**src/rtl/pipe_ctrl_pkg.sv**
```systemverilog
// Shared widths and control group types for the pipeline control carrier.
// Assumes a fixed 32-bit instruction word with two 5-bit register fields.
package pipe_ctrl_pkg;

    parameter int DATA_W  = 32;
    parameter int INSTR_W = 32;
    parameter int REG_W   = 5;
    parameter int ALUOP_W = 2;
    parameter int RT_LSB  = 16;
    parameter int RD_LSB  = 11;

    // Group used and dropped in the execute stage.
    typedef struct packed {
        logic               alu_src;
        logic [ALUOP_W-1:0] alu_op;
        logic               dst_sel;
    } ex_grp_t;

    // Group used in the memory stage.
    typedef struct packed {
        logic mem_rd;
        logic mem_wr;
        logic br_take;
    } mem_grp_t;

    // Group used in the writeback stage.
    typedef struct packed {
        logic reg_wr;
        logic mem_to_reg;
    } wb_grp_t;

endpackage

```
**src/rtl/if_id_stage.sv**
```systemverilog
// Fetch-to-decode register: captures the fetched word and the incremented
// address on every edge. Assumes no stall path holds this register.
module if_id_stage #(
    parameter int IW = pipe_ctrl_pkg::INSTR_W,
    parameter int AW = pipe_ctrl_pkg::DATA_W
) (
    input  logic          clk,
    input  logic          rst_n,
    input  logic [IW-1:0] instr_in,
    input  logic [AW-1:0] pc_next_in,
    output logic [IW-1:0] instr_q,
    output logic [AW-1:0] pc_next_q
);

    // Load fetch results every cycle, clear on reset.
    always_ff @(posedge clk) begin
        if (!rst_n) begin
            instr_q   <= '0;
            pc_next_q <= '0;
        end else begin
            instr_q   <= instr_in;
            pc_next_q <= pc_next_in;
        end
    end

    a_r2_fetch_carried: assert property (@(posedge clk) disable iff (!rst_n)
        rst_n |=> (instr_q == $past(instr_in)) && (pc_next_q == $past(pc_next_in)));

endmodule

```
**src/rtl/id_ex_stage.sv**
```systemverilog
// Decode-to-execute register. Picks the destination number from one of the
// two instruction fields, holds all three control groups and the operands.
// A bubble request zeroes every control group written here; operands pass.
module id_ex_stage
    import pipe_ctrl_pkg::*;
#(
    parameter int DW = DATA_W,
    parameter int RW = REG_W
) (
    input  logic          clk,
    input  logic          rst_n,
    input  logic          bubble,
    input  logic [RW-1:0] rt_fld,
    input  logic [RW-1:0] rd_fld,
    input  ex_grp_t       ex_in,
    input  mem_grp_t      mem_in,
    input  wb_grp_t       wb_in,
    input  logic [DW-1:0] rs_in,
    input  logic [DW-1:0] rt_in,
    input  logic [DW-1:0] imm_in,
    output ex_grp_t       ex_q,
    output mem_grp_t      mem_q,
    output wb_grp_t       wb_q,
    output logic [RW-1:0] dst_q,
    output logic [DW-1:0] rs_q,
    output logic [DW-1:0] rt_q,
    output logic [DW-1:0] imm_q
);

    logic [RW-1:0] dst_pick;
    ex_grp_t       ex_nxt;
    mem_grp_t      mem_nxt;
    wb_grp_t       wb_nxt;
    logic          rst_low_q;

    // Destination choice made in decode from the raw select bit.
    always_comb begin
        dst_pick = ex_in.dst_sel ? rd_fld : rt_fld;
    end

    // Bubble gating of all control groups entering execute.
    always_comb begin
        if (bubble) begin
            ex_nxt  = '0;
            mem_nxt = '0;
            wb_nxt  = '0;
        end else begin
            ex_nxt  = ex_in;
            mem_nxt = mem_in;
            wb_nxt  = wb_in;
        end
    end

    // Capture the decode slot every cycle, clear on reset.
    always_ff @(posedge clk) begin
        if (!rst_n) begin
            ex_q  <= '0;
            mem_q <= '0;
            wb_q  <= '0;
            dst_q <= '0;
            rs_q  <= '0;
            rt_q  <= '0;
            imm_q <= '0;
        end else begin
            ex_q  <= ex_nxt;
            mem_q <= mem_nxt;
            wb_q  <= wb_nxt;
            dst_q <= dst_pick;
            rs_q  <= rs_in;
            rt_q  <= rt_in;
            imm_q <= imm_in;
        end
    end

    // Remember whether the last edge saw reset, for the reset check.
    always_ff @(posedge clk) begin
        rst_low_q <= !rst_n;
    end

    // Check that a reset edge left every group clear.
    always @(negedge clk) begin
        if (rst_low_q) begin
            a_r1_reset_clears: assert ((ex_q == '0) && (mem_q == '0) && (wb_q == '0));
        end
    end

    a_r7_bubble_zero: assert property (@(posedge clk) disable iff (!rst_n)
        bubble |=> (ex_q == '0) && (mem_q == '0) && (wb_q == '0));

    a_r3_dst_pick: assert property (@(posedge clk) disable iff (!rst_n)
        ex_in.dst_sel |=> dst_q == $past(rd_fld));

    a_r3_dst_pick_rt: assert property (@(posedge clk) disable iff (!rst_n)
        !ex_in.dst_sel |=> dst_q == $past(rt_fld));

endmodule

```
**src/rtl/ex_mem_stage.sv**
```systemverilog
// Execute-to-memory register. Drops the execute group; carries the memory
// and writeback groups, the destination, the ALU result and store data.
module ex_mem_stage
    import pipe_ctrl_pkg::*;
#(
    parameter int DW = DATA_W,
    parameter int RW = REG_W
) (
    input  logic          clk,
    input  logic          rst_n,
    input  mem_grp_t      mem_in,
    input  wb_grp_t       wb_in,
    input  logic [RW-1:0] dst_in,
    input  logic [DW-1:0] alu_in,
    input  logic [DW-1:0] store_in,
    output mem_grp_t      mem_q,
    output wb_grp_t       wb_q,
    output logic [RW-1:0] dst_q,
    output logic [DW-1:0] alu_q,
    output logic [DW-1:0] store_q
);

    // Capture the execute slot every cycle, clear on reset.
    always_ff @(posedge clk) begin
        if (!rst_n) begin
            mem_q   <= '0;
            wb_q    <= '0;
            dst_q   <= '0;
            alu_q   <= '0;
            store_q <= '0;
        end else begin
            mem_q   <= mem_in;
            wb_q    <= wb_in;
            dst_q   <= dst_in;
            alu_q   <= alu_in;
            store_q <= store_in;
        end
    end

    a_r5_mem_follows: assert property (@(posedge clk) disable iff (!rst_n)
        rst_n |=> (mem_q == $past(mem_in)) && (wb_q.reg_wr == $past(wb_in.reg_wr)));

endmodule

```
**src/rtl/mem_wb_stage.sv**
```systemverilog
// Memory-to-writeback register, the last of the chain. Carries only the
// writeback group, the destination and the two candidate write values.
module mem_wb_stage
    import pipe_ctrl_pkg::*;
#(
    parameter int DW = DATA_W,
    parameter int RW = REG_W
) (
    input  logic          clk,
    input  logic          rst_n,
    input  wb_grp_t       wb_in,
    input  logic [RW-1:0] dst_in,
    input  logic [DW-1:0] alu_in,
    input  logic [DW-1:0] load_in,
    output wb_grp_t       wb_q,
    output logic [RW-1:0] dst_q,
    output logic [DW-1:0] alu_q,
    output logic [DW-1:0] load_q
);

    // Capture the memory slot every cycle, clear on reset.
    always_ff @(posedge clk) begin
        if (!rst_n) begin
            wb_q   <= '0;
            dst_q  <= '0;
            alu_q  <= '0;
            load_q <= '0;
        end else begin
            wb_q   <= wb_in;
            dst_q  <= dst_in;
            alu_q  <= alu_in;
            load_q <= load_in;
        end
    end

    a_r6_wb_follows: assert property (@(posedge clk) disable iff (!rst_n)
        rst_n |=> (wb_q == $past(wb_in)) && (dst_q == $past(dst_in)));

endmodule

```
**src/rtl/pipe_ctrl_chain.sv**
```systemverilog
// Top of the pipeline control carrier: four inter-stage registers in a row.
// Assumes decoding, ALU, register file and memories sit outside and feed
// the stage inputs combinationally within each cycle.
module pipe_ctrl_chain
    import pipe_ctrl_pkg::*;
(
    input  logic               clk,
    input  logic               rst_n,
    input  logic [INSTR_W-1:0] if_instr,
    input  logic [DATA_W-1:0]  if_pc_next,
    output logic [INSTR_W-1:0] id_instr,
    output logic [DATA_W-1:0]  id_pc_next,
    input  logic               id_alu_src,
    input  logic [ALUOP_W-1:0] id_alu_op,
    input  logic               id_dst_sel,
    input  logic               id_mem_rd,
    input  logic               id_mem_wr,
    input  logic               id_br_take,
    input  logic               id_reg_wr,
    input  logic               id_mem_to_reg,
    input  logic [DATA_W-1:0]  id_rs_val,
    input  logic [DATA_W-1:0]  id_rt_val,
    input  logic [DATA_W-1:0]  id_imm,
    input  logic               bubble_req,
    output logic               ex_alu_src,
    output logic [ALUOP_W-1:0] ex_alu_op,
    output logic               ex_dst_sel,
    output logic [REG_W-1:0]   ex_dst,
    output logic [DATA_W-1:0]  ex_rs_val,
    output logic [DATA_W-1:0]  ex_rt_val,
    output logic [DATA_W-1:0]  ex_imm,
    input  logic [DATA_W-1:0]  ex_alu_result,
    output logic               mem_rd,
    output logic               mem_wr,
    output logic               mem_br_take,
    output logic               mem_reg_wr,
    output logic [REG_W-1:0]   mem_dst,
    output logic [DATA_W-1:0]  mem_alu_result,
    output logic [DATA_W-1:0]  mem_store_data,
    input  logic [DATA_W-1:0]  mem_load_data,
    output logic               wb_reg_wr,
    output logic               wb_mem_to_reg,
    output logic [REG_W-1:0]   wb_dst,
    output logic [DATA_W-1:0]  wb_alu_result,
    output logic [DATA_W-1:0]  wb_load_data
);

    ex_grp_t  dec_ex;
    mem_grp_t dec_mem;
    wb_grp_t  dec_wb;
    ex_grp_t  ex_ex;
    mem_grp_t ex_mem;
    wb_grp_t  ex_wb;
    mem_grp_t mm_mem;
    wb_grp_t  mm_wb;
    wb_grp_t  wb_wb;

    // Group the decoded control bits by the stage that consumes them.
    always_comb begin
        dec_ex.alu_src     = id_alu_src;
        dec_ex.alu_op      = id_alu_op;
        dec_ex.dst_sel     = id_dst_sel;
        dec_mem.mem_rd     = id_mem_rd;
        dec_mem.mem_wr     = id_mem_wr;
        dec_mem.br_take    = id_br_take;
        dec_wb.reg_wr      = id_reg_wr;
        dec_wb.mem_to_reg  = id_mem_to_reg;
    end

    if_id_stage u_if_id (
        .clk        (clk),
        .rst_n      (rst_n),
        .instr_in   (if_instr),
        .pc_next_in (if_pc_next),
        .instr_q    (id_instr),
        .pc_next_q  (id_pc_next)
    );

    id_ex_stage u_id_ex (
        .clk    (clk),
        .rst_n  (rst_n),
        .bubble (bubble_req),
        .rt_fld (id_instr[RT_LSB +: REG_W]),
        .rd_fld (id_instr[RD_LSB +: REG_W]),
        .ex_in  (dec_ex),
        .mem_in (dec_mem),
        .wb_in  (dec_wb),
        .rs_in  (id_rs_val),
        .rt_in  (id_rt_val),
        .imm_in (id_imm),
        .ex_q   (ex_ex),
        .mem_q  (ex_mem),
        .wb_q   (ex_wb),
        .dst_q  (ex_dst),
        .rs_q   (ex_rs_val),
        .rt_q   (ex_rt_val),
        .imm_q  (ex_imm)
    );

    ex_mem_stage u_ex_mem (
        .clk      (clk),
        .rst_n    (rst_n),
        .mem_in   (ex_mem),
        .wb_in    (ex_wb),
        .dst_in   (ex_dst),
        .alu_in   (ex_alu_result),
        .store_in (ex_rt_val),
        .mem_q    (mm_mem),
        .wb_q     (mm_wb),
        .dst_q    (mem_dst),
        .alu_q    (mem_alu_result),
        .store_q  (mem_store_data)
    );

    mem_wb_stage u_mem_wb (
        .clk     (clk),
        .rst_n   (rst_n),
        .wb_in   (mm_wb),
        .dst_in  (mem_dst),
        .alu_in  (mem_alu_result),
        .load_in (mem_load_data),
        .wb_q    (wb_wb),
        .dst_q   (wb_dst),
        .alu_q   (wb_alu_result),
        .load_q  (wb_load_data)
    );

    // Present each stage's group on its own ports.
    always_comb begin
        ex_alu_src    = ex_ex.alu_src;
        ex_alu_op     = ex_ex.alu_op;
        ex_dst_sel    = ex_ex.dst_sel;
        mem_rd        = mm_mem.mem_rd;
        mem_wr        = mm_mem.mem_wr;
        mem_br_take   = mm_mem.br_take;
        mem_reg_wr    = mm_wb.reg_wr;
        wb_reg_wr     = wb_wb.reg_wr;
        wb_mem_to_reg = wb_wb.mem_to_reg;
    end

    a_r4_ex_group: assert property (@(posedge clk) disable iff (!rst_n)
        !bubble_req |=> (ex_alu_src == $past(id_alu_src)) && (ex_alu_op == $past(id_alu_op))
                        && (ex_dst_sel == $past(id_dst_sel)));

endmodule

```
**config.mk**
```make
export PLATFORM = sky130hd
export DESIGN_NAME = pipe_ctrl_chain
export DESIGN_NICKNAME = d
export VERILOG_FILES = /design/src/rtl/pipe_ctrl_pkg.sv /design/src/rtl/if_id_stage.sv /design/src/rtl/id_ex_stage.sv /design/src/rtl/ex_mem_stage.sv /design/src/rtl/mem_wb_stage.sv /design/src/rtl/pipe_ctrl_chain.sv
export SDC_FILE = /design/constraint.sdc
export NUM_CORES = 1
export LEC_CHECK = 0
export BUFFER_PORTS_ARGS = -buffer_cell sky130_fd_sc_hd__buf_2
export CORE_AREA = 5 5 209 211
export DETAILED_ROUTE_END_ITERATION = 12
export DIE_AREA = 0 0 214 216
export GPL_ROUTABILITY_DRIVEN = 0
export HOLD_SLACK_MARGIN = 0.1
export PLACE_DENSITY = 0.46
export SLEW_MARGIN = 10
export SYNTH_ARGS = -nofsm -noshare
export SYNTH_HDL_FRONTEND = slang
export SYNTH_SLANG_ARGS = --single-unit
```
**constraint.sdc**
```tcl
create_clock -name clk -period 0.8 [get_ports clk]
set_input_delay 0.16 -clock clk [delete_from_list [all_inputs] [get_ports clk]]
set_output_delay 0.16 -clock clk [all_outputs]
set_load 0.005 [all_outputs]
```
# Word-level counts from Yosys, hierarchy flattened
# Index checks and enable logic that the tools add are counted.
word_totals:
  register_bits: 319
  in_bits: 236
  elab_cells: 30
  output_inout_bits: 313
classes:
  n_reduce_logical: 1
  n_bitwise: 1
  mux: 1
op_table:
  columns: ["cell", "n"]
  rows:
  - ["two-way mux 5 bit", 1]
  - ["OR reduction 2 bit", 1]
  - ["NOT 1 bit", 1]

# Depth between registers and ports, before layout
# Gate-level depths: netlist of run 1.
logic_depth:
  word_depth: 2
  depth_mapped: 3
  mapped_depth_nobuf: 2

# Hierarchy
# A second synthesis of run 1 with hierarchy kept.
unflattened:
  hier_cells: 677
  area_unflattened_um2: 8874.8
modules_own_cells:
  columns: ["module", "seq_area_each_um2", "n_inst", "cells_each", "area_per_inst_um2"]
  rows:
  - ["id_ex_stage", 2202.1, 1, 238, 3065.4]
  - ["ex_mem_stage", 1481.4, 1, 156, 2028.2]
  - ["mem_wb_stage", 1421.4, 1, 149, 1989.4]
  - ["if_id_stage", 1281.2, 1, 134, 1791.7]

# Worst setup path after synthesis of run 1
# OpenSTA, ideal clock, no wires.
synth_timing:
  kind: "input port to flip-flop"
  startpoint: "input port id_dst_sel"
  endpoint: "register u_id_ex.dst_q[0]"
  arrival_time_ns: 0.550
  slack_ns: 0.134
  n_path_buf: 1
  required_time_ns: 0.684
  cell_stages: 3
  setup_time_ns: 0.116
  cell_sequence: "buf_2 > mux2i_1 > nor2b_1"
synth_via:
  elab_chain_len: 1
synth_rtl:
  columns: ["element", "line_no", "source"]
  rows:
  - ["start: declaration", "pipe_ctrl_chain.sv:15", "input logic id_dst_sel,"]
  - ["two-way mux 5 bit", "id_ex_stage.sv:38", "dst_pick = ex_in.dst_sel ? rd_fld : rt_fld;"]
  - ["end signal: assignment", "id_ex_stage.sv:68", "dst_q <= dst_pick;"]
  - ["end: declaration", "id_ex_stage.sv:24", "output logic [RW-1:0] dst_q,"]
# Every way passes these cells.
# A chain may end at the register's enable or synchronous reset.

# Worst setup path in the final report of run 1
layout_timing:
  startpoint: "register u_ex_mem.store_q[23]"
  endpoint: "output port mem_store_data[23]"
layout_lines:
  columns: ["element", "line_no", "source"]
  rows:
  - ["start: declaration", "ex_mem_stage.sv:20", "output logic [DW-1:0] store_q"]
  - ["start signal: assignment", "ex_mem_stage.sv:36", "store_q <= store_in;"]
  - ["end: declaration", "pipe_ctrl_chain.sv:39", "output logic [DATA_W-1:0] mem_store_data,"]
# No word-level cell between the ends.

==> results of run 1 <==
[state kept, by name, summed over array words and instances, names as in the netlist]
register           cells
u_id_ex.ex_q           4
u_if_id.pc_next_q     32
u_id_ex.imm_q         32
u_mem_wb.load_q       32
u_mem_wb.dst_q         5
u_id_ex.rs_q          32
u_ex_mem.dst_q         5
u_ex_mem.wb_q          2
u_ex_mem.store_q      32
u_id_ex.dst_q          5
u_mem_wb.alu_q        32
u_if_id.instr_q       32
u_id_ex.wb_q           2
u_ex_mem.mem_q         3
u_id_ex.rt_q          32
u_ex_mem.alu_q        32
u_mem_wb.wb_q          2
u_id_ex.mem_q          3
[path summary, 6_finish.rpt]
kind                                                endpoint  slack [ns]  cells after the start
worst min-delay path             u_id_ex.rs_q[11]$_SDFF_PN0_        0.14                      3
worst min register to register  u_ex_mem.mem_q[0]$_SDFF_PN0_        0.43                      1
worst max-delay path                      mem_store_data[23]       -0.35                      1
worst max register to register   u_id_ex.dst_q[3]$_SDFF_PN0_        0.05                      3
[per-layer routing]
metal	share of wire [%]	track usage (%)	vias up
li1	-	-	3704
met1	37	13.6	3465
met2	51	22.9	357
met3	9.6	5.97	62
met4	3.3	5.02	0
met5	0	0	-
[repair_timing]
action                     CTS  global route
hold buffers               238             5
resized for setup          189           184
setup endpoints to repair  313           458
hold endpoints to repair   238            10
cloned                       0             0
buffers inserted             7             2
[per-stage QoR]
| step | instance area, sq um | std cells | setup WS [ns] | util, % | setup TNS [ns] |
|---|---|---|---|---|---|
| 5_1_grt | 17000 | 2066 | -0.409 | 41.0 | -115.05 |
| 3_3_place_gp | 12100 | 1755 | -0.103 | 29.2 | -18.04 |
| 3_5_place_dp | 12100 | 1755 | -0.111 | 29.2 | -17.91 |
| 6_report | 17000 | 2067 | -0.353 | 41.0 | -96.25 |
| 2_1_floorplan | 8630 | 679 | 0.134 | - | 0 |
| 4_1_cts | 16300 | 2060 | -0.406 | 39.2 | -139.21 |
[area by class of cell]
| type | instances | area [sq um] |
|---|---|---|
| antenna | 1 | 2.50 |
| clock buffer | 54 | 1070 |
| clock inverter | 6 | 33.8 |
| fill | 3918 | 24500 |
| multi-input combinational | 325 | 2050 |
| sequential | 319 | 6640 |
| tap | 539 | 674 |
| timing repair buffer | 823 | 6570 |
[worst reg2reg max path: cells and delay by family, from the launching register on]
| family | cells | cell delay, ns |
|---|---|---|
| buf+inv | 1 | 0.11 |
| simple gates | 1 | 0.06 |
| mux | 1 | 0.13 |
| flops | 1 | 0.33 |
[power by group through the flow]
stage / Combinational (uW) / Clock, uW / Sequential (uW)
after detailed placement: 2460 / 0 / 17300
final: 3900 / 15500 / 17100
after global placement: 2460 / 0 / 17300
after floorplan: 662 / 0 / 17400
after CTS: 3650 / 16100 / 17000
after global routing: 4230 / 16800 / 17200
[cell usage after synthesis]
cell	instances	area (sq um)
mux2i_1	5	50.1
clkbuf_1	1	3.75
and2_1	314	1960
buf_6	3	33.8
buf_2	1	5.00
nor2b_1	5	31.3
clkbuf_2	30	150
dfxtp_1	319	6390
and2b_1	1	7.51
[logic make-up (layout without fill, tap and decap cells)]
kind of cell / count (synthesis) / after routing
flops: 319 / 319
simple gates: 320 / 320
mux: 5 / 5
other cells: 0 / 1
buf+inv: 35 / 883
==> results.cfg, run 1 <==
[run_status]
outcome = finished, violations left
violations = negative setup slack

[setup_path]
path_buf_inv = 1
cp-startpoint = u_ex_mem.store_q[23]$_SDFF_PN0_
end_kind = output port
crit_slowest_cell = dfxtp_4
critPathTopFamily = flip-flops
crit_fanout = 1
max_stage_delay_ns = 0.36
path_cells = buf_6
crit_arrival_ns = 0.99
crit_type = reg2out
start_kind = register
timing.rr.start = u_if_id.instr_q[19]$_SDFF_PN0_
crit_required_ns = 0.64

[cts]
tritoncts = yes
htreeDepth = 2
cts.path.max_buffers = 3
insertion_delay_ns = 0.52
clock_sinks = 319
clk_pin_slew_ns = 0.06
cts-buffers-inserted = 36
cts-root-buf = clkbuf_16

[job]
max_cap_viol_count = 0

[min_path]
hp-class = in2reg
min_from = rst_n

[global_route]
grt_overflow_total = 0
grt_max_degree = 35
grt_use_total_pct = 13.0
grt_pass1_vias = 8224
grt_pass1_wl_um = 47600
antenna_found_initial = 2

[power]
irDropWorstVdd_v = 0.00175
power.internal_uw = 28600
power_leakage_uw = 0.00805
pwr-share-comb_pct = 10.7
cellPowerDensity_mw_per_mm2 = 2140
power.share.clock_pct = 42.5
switchingPower_uw = 7940
pwr-share-seq_pct = 46.9
power_uw = 36500
swShare_pct = 21.7

[die]
die_height_um = 216
initial_utilization_pct = 20.8
die_x_um = 214
rows = 75
core_area_sq_mm = 0.0416
dieArea_sq_mm = 0.0462
ios = 549

[timing]
worst_slack_ns = -0.353
slew_viol_final = 0
slew_headroom_pct = 75.3
hold_violations = 0
rsz0062_at_grt = true
period_needed_ns = 1.15
timing.hold.ws_ns = 0.144
worstMarginPinSlew_ns = 0.370
post-route-period-util_pct = 144
finClkSkew_ns = 0.00999
setup_violations = 336
max_clock_freq_mhz = 867

[synth]
syn_inst = 679
ys_seq_elements = 319
synthDistinctLibCells = 9
synth-compound-area-share_pct = 0
synth_top_family_by_area = simple AND/OR/NAND/NOR gates
synthXorXnorAreaFrac_pct = 0
syn_nets = 915
syn_area_sq_mm = 0.00863
synth.avg_cell_area_sq_um = 12.7
ys_seq_area_share_pct = 74.0
yosys_warnings = 0
synth-adder-area-share_pct = 0
synthMuxAreaShare_pct = 0.580
synth_simple_gate_area_share_pct = 23.2

[cells_and_area]
final_cell_mix = buf_2 (379), and2_1 (314), dlygate4sd3_1 (239), dfxtp_2 (190), buf_6 (171)
nets = 1741
drive_gt1_share_pct = 54.0
final_common_cell = buf_2
area_delta_synth_final_pct = 97.4

[routing]
vias = 7588
first_iter_violations = 197
ant_nets = 0
wire_per_inst_um = 15.4
avgViaCountPerCell = 3.67
dr.pass1.iters = 4
drcViolationCount = 0
totalWireLength_um = 31900

[placement]
dp_hpwl_um = 22400
port_buffers = 548
Power figures use the tool's default switching activity.
==> inputs of run 2 (changes only) <==
--- a/config.mk
+++ b/config.mk
@@ -12,6 +12,7 @@
 export GPL_ROUTABILITY_DRIVEN = 0
 export HOLD_SLACK_MARGIN = 0.1
 export PLACE_DENSITY = 0.46
+export SETUP_SLACK_MARGIN = 0.5
 export SLEW_MARGIN = 10
 export SYNTH_ARGS = -nofsm -noshare
 export SYNTH_HDL_FRONTEND = slang
==> run 2 against run 1 <==
Net effect: the run ends with negative hold slack, negative setup slack left; maximum frequency shrank 0.34%; non-clock buffer count down 180; critical endpoint is now mem_store_data[28]; combinational power rose by 10%; critical path type unchanged; via count shrank 8.3%.
==> results.cfg, run 2 (synthesis results as in run 1) <==
[die]
dieArea_sq_mm = 0.0462
ios = 549
initial_utilization_pct = 20.8
die_height_um = 216
rows = 75
die_x_um = 214
core_area_sq_mm = 0.0416

[cells_and_area]
final_common_cell = buf_2
drive_gt1_share_pct = 82.7
final_cell_mix = buf_2 (382), and2_4 (216), dfxtp_2 (201), buf_6 (197), dfxtp_1 (114)
area_delta_synth_final_pct = 92.9
finalInstanceArea_sq_mm = 0.0167
nets = 1560

[global_route]
antenna_found_initial = 3
grt_pass1_wl_um = 45500
grt_max_degree = 23
grt_use_total_pct = 12.8
grt_overflow_total = 0
grt_pass1_vias = 7380

[power]
cellPowerDensity_mw_per_mm2 = 2220
power_leakage_uw = 0.00808
irDropWorstVdd_v = 0.00174

[routing]
totalWireLength_um = 31900
dr.pass1.iters = 4
drcViolationCount = 0
first_iter_violations = 172
wire_per_inst_um = 16.9
ant_nets = 0
vias = 6956
avgViaCountPerCell = 3.69

[timing]
post-route-period-util_pct = 145
period_needed_ns = 1.16
hold_violations = 232
setup_violations = 315
worstMarginPinSlew_ns = 0.186
fin_setup_tns_ns = -92.61
slew_headroom_pct = 87.4
timing.hold.ws_ns = -0.154
worst_slack_ns = -0.357
rsz0062_at_grt = true
finClkSkew_ns = 0.0114
slew_viol_final = 0
max_clock_freq_mhz = 864

[job]
max_cap_viol_count = 0

[cts]
clock_sinks = 319
htreeDepth = 2
cts-buffers-inserted = 35
tritoncts = yes
cts.path.max_buffers = 3
cts-root-buf = clkbuf_16
insertion_delay_ns = 0.52
clk_pin_slew_ns = 0.06

[setup_path]
start_kind = register
end_kind = output port
path_buf_inv = 1
crit_type = reg2out
crit_slowest_cell = dfxtp_4
path_cells = buf_6
crit_fanout = 1
critPathTopFamily = flip-flops
max_stage_delay_ns = 0.36
crit_required_ns = 0.64
crit_arrival_ns = 1.00

[placement]
place_area_sq_mm = 0.0122
port_buffers = 548
dp_hpwl_um = 21600

[run_status]
violations = negative hold slack, negative setup slack
outcome = finished, violations left

[min_path]
hp-class = in2reg
==> run 2: cell types whose count changed in the layout (fill, tap and decap cells not counted), moves of 12 or more <==
cell / before / now
and2_4: 0 / 216
dlygate4sd3_1: 239 / 0
buf_4: 24 / 3
buf_16: 0 / 33
buf_6: 171 / 197
and2_1: 314 / 98
dfxtp_1: 126 / 114
==> run 2: power by group <==
group,switching [uW],internal [uW]
logic,1340,2950
clock network,6090,9420
registers,348,16800
==> run 2: through the flow <==
step / hold WS [ns] / power, uW / std cells / setup WS, ns / utilization, %
finish: -0.154 / 36900 / 1886 / -0.357 / 40.1
CTS: -0.200 / 36800 / 1868 / -0.424 / 37.3
global placement: 0.363 / 19700 / 1758 / -0.109 / 29.4
detailed placement: 0.366 / 19700 / 1758 / -0.120 / 29.4
global route: -0.185 / 38500 / 1886 / -0.424 / 40.1
floorplan: 0.282 / 18100 / 679 / 0.155 / -
==> run 2: timing repair <==
| item | 4_1_cts | 5_1_grt |
|---|---|---|
| resized for setup | 307 | 310 |
| setup buffers | 22 | 13 |
| setup endpoints to repair | 558 | 622 |
| pin swaps | 60 | 16 |
| endpoints found under the hold margin | 239 | 235 |
| gates cloned | 29 | 4 |
==> run 2: area by class of cell <==
type                       instances  area, sq um
multi-input combinational        325         2600
timing repair buffer             643         5610
antenna                            1         2.50
clock buffer                      56         1070
fill                            3940        24900
tap                              539          674
clock inverter                     3         46.3
sequential                       319         6650
==> run 2: path summary, 6_finish.rpt <==
path,from,endpoint,slack [ns],depth (start not counted)
max,u_ex_mem.store_q[28]$_SDFF_PN0_,mem_store_data[28],-0.36,1
min,id_rs_val[3],u_id_ex.rs_q[3]$_SDFF_PN0_,-0.15,2
max reg2reg,u_if_id.instr_q[19]$_SDFF_PN0_,u_id_ex.dst_q[3]$_SDFF_PN0_,-0.04,4
min reg2reg,u_id_ex.wb_q[0]$_SDFF_PP0_,u_ex_mem.wb_q[0]$_SDFF_PN0_,0.42,1
==> run 2: layer usage <==
layer  global-route usage, %  vias to the layer above  part of all wire [%]
li1                        -                     3359                     -
met1                    14.3                     3201                    38
met2                    22.1                      339                    50
met3                    5.51                       55                   9.2
met4                    4.06                        2                   2.5
met5                       0                        -                 0.063
==> inputs of run 3 (changes only) <==
--- a/config.mk
+++ b/config.mk
@@ -6,12 +6,12 @@
 export NUM_CORES = 1
 export LEC_CHECK = 0
 export BUFFER_PORTS_ARGS = -buffer_cell sky130_fd_sc_hd__buf_2
-export CORE_AREA = 5 5 209 211
+export CORE_AREA = 5 5 211 213
 export DETAILED_ROUTE_END_ITERATION = 12
-export DIE_AREA = 0 0 214 216
+export DIE_AREA = 0 0 216 218
 export GPL_ROUTABILITY_DRIVEN = 0
 export HOLD_SLACK_MARGIN = 0.1
-export PLACE_DENSITY = 0.46
+export PLACE_DENSITY = 0.43
 export SETUP_SLACK_MARGIN = 0.5
 export SLEW_MARGIN = 10
 export SYNTH_ARGS = -nofsm -noshare
==> constraint.sdc (replaced) <==
create_clock -name clk -period 1.3 [get_ports clk]
set_input_delay 0.26 -clock clk [delete_from_list [all_inputs] [get_ports clk]]
set_output_delay 0.26 -clock clk [all_outputs]
set_load 0.005 [all_outputs]
==> run 3 against run 2 <==
Net effect: the flow now finishes without violations; sequential share of layout area shrank 0.82 points; non-clock buffer count grew 167; sequential power shrank 39%; global-route usage shrank 0.47 points; final cell count grew 9.4%; first-iteration DRC count grew 22%; count of clock-buffer cells in the layout grew 2; die area grew 1.9%; via count grew 7.0%; highest routed layer is now met4.
==> results.cfg, run 3 (synthesis results as in run 1) <==
[timing]
worstMarginPinSlew_ns = 0.330
hold_violations = 0
finClkSkew_ns = 0.0120
max_clock_freq_mhz = 781
period_needed_ns = 1.28
slew_headroom_pct = 78.0
post-route-period-util_pct = 98.5
fin_setup_tns_ns = 0
worst_slack_ns = 0.0193
rsz0062_at_grt = true
setup_violations = 0
slew_viol_final = 0

[setup_path]
crit_required_ns = 1.04
start_kind = register
crit_type = reg2out
timing.rr.start = u_if_id.instr_q[12]$_SDFF_PN0_
crit_arrival_ns = 1.02
rr_endpoint = u_id_ex.dst_q[1]$_SDFF_PN0_
rr_worst_depth = 4
path_buf_inv = 1
crit_slowest_cell = dfxtp_4
path_cells = buf_6
regToRegSetupSlack_ns = 0.44
max_stage_delay_ns = 0.39
crit_fanout = 1
end_kind = output port
critPathTopFamily = flip-flops

[die]
ios = 549
die_height_um = 218
core_area_sq_mm = 0.0425
die_x_um = 216
rows = 76
dieArea_sq_mm = 0.0471
initial_utilization_pct = 20.3

[placement]
port_buffers = 548
dp_hpwl_um = 21600
pre_cts_slack_ns = 0.231

[global_route]
grt_max_degree = 71
antenna_found_initial = 0
grt_use_total_pct = 12.3
grt_pass1_vias = 8069
grt_overflow_total = 0
grt_pass1_wl_um = 45600

[routing]
dr.pass1.iters = 4
drcViolationCount = 0
wire_per_inst_um = 15.0
totalWireLength_um = 30900
vias = 7444
avgViaCountPerCell = 3.61
ant_nets = 0
first_iter_violations = 210

[cells_and_area]
diodes = 0
final_cell_mix = buf_2 (391), and2_1 (314), dlygate4sd3_1 (234), dfxtp_2 (190), buf_6 (162)
nets = 1729
area_delta_synth_final_pct = 96.3
final_common_cell = buf_2
drive_gt1_share_pct = 54.4

[cts]
cts.path.max_buffers = 3
cts-buffers-inserted = 37
htreeDepth = 2
tritoncts = yes
cts-root-buf = clkbuf_16
insertion_delay_ns = 0.52
clk_pin_slew_ns = 0.06
clock_sinks = 319

[min_path]
min_from = rst_n
min_to = u_ex_mem.store_q[28]$_SDFF_PN0_
holdPathStages = 2
hp-class = in2reg

[job]
max_cap_viol_count = 0

[power]
cellPowerDensity_mw_per_mm2 = 1360
power_leakage_uw = 0.00798
irDropWorstVdd_v = 0.000989

[run_status]
outcome = finished, final reports clean
[run 3: what timing repair did]
action | CTS | global route
setup endpoints to repair | 313 | 326
pin swaps | 0 | 0
gates resized for setup | 226 | 143
hold buffers | 235 | 0
buffers inserted | 13 | 6
endpoints found under the hold margin | 238 | 0
[run 3: worst max path at each step]
stage,start,to,cells past startpoint
floorplan,id_dst_sel,u_id_ex.dst_q[0]$_SDFF_PN0_,3
global placement,rst_n,u_mem_wb.load_q[24]$_SDFF_PN0_,3
detailed placement,rst_n,u_id_ex.imm_q[31]$_SDFF_PN0_,3
CTS,u_ex_mem.store_q[28]$_SDFF_PN0_,mem_store_data[28],1
global route,u_ex_mem.store_q[26]$_SDFF_PN0_,mem_store_data[26],1
finish,u_ex_mem.store_q[26]$_SDFF_PN0_,mem_store_data[26],1
[run 3: area by class of cell]
| cell class | count | area, sq um |
|---|---|---|
| Fill cell | 4037 | 25600 |
| Timing Repair Buffer | 810 | 6340 |
| Sequential cell | 319 | 6630 |
| Clock buffer | 58 | 1150 |
| Clock inverter | 5 | 62.6 |
| Multi-Input combinational cell | 325 | 2090 |
| Tap cell | 546 | 683 |
[run 3: routing by layer]
layer / part of all wire, % / track usage [%]
met1: 38 / 13.4
met4: 3.6 / 4.96
met3: 9.5 / 5.30
met5: 0 / 0
met2: 49 / 21.2
[run 3: power by group]
part	switching [uW]	internal, uW
clock network	3970	6240
logic	751	1570
registers	208	10300
total	4930	18100
[run 3: through the flow]
stage	power [uW]	area, sq um	hold WS, ns	utilization (%)	std cells
global route	24100	16900	0.100	39.9	2063
floorplan	11100	8630	0.382	-	679
finish	23100	16900	0.139	39.9	2063
CTS	23400	16400	0.103	38.5	2057
global placement	12100	12000	0.416	28.2	1746
detailed placement	12100	12000	0.419	28.2	1746
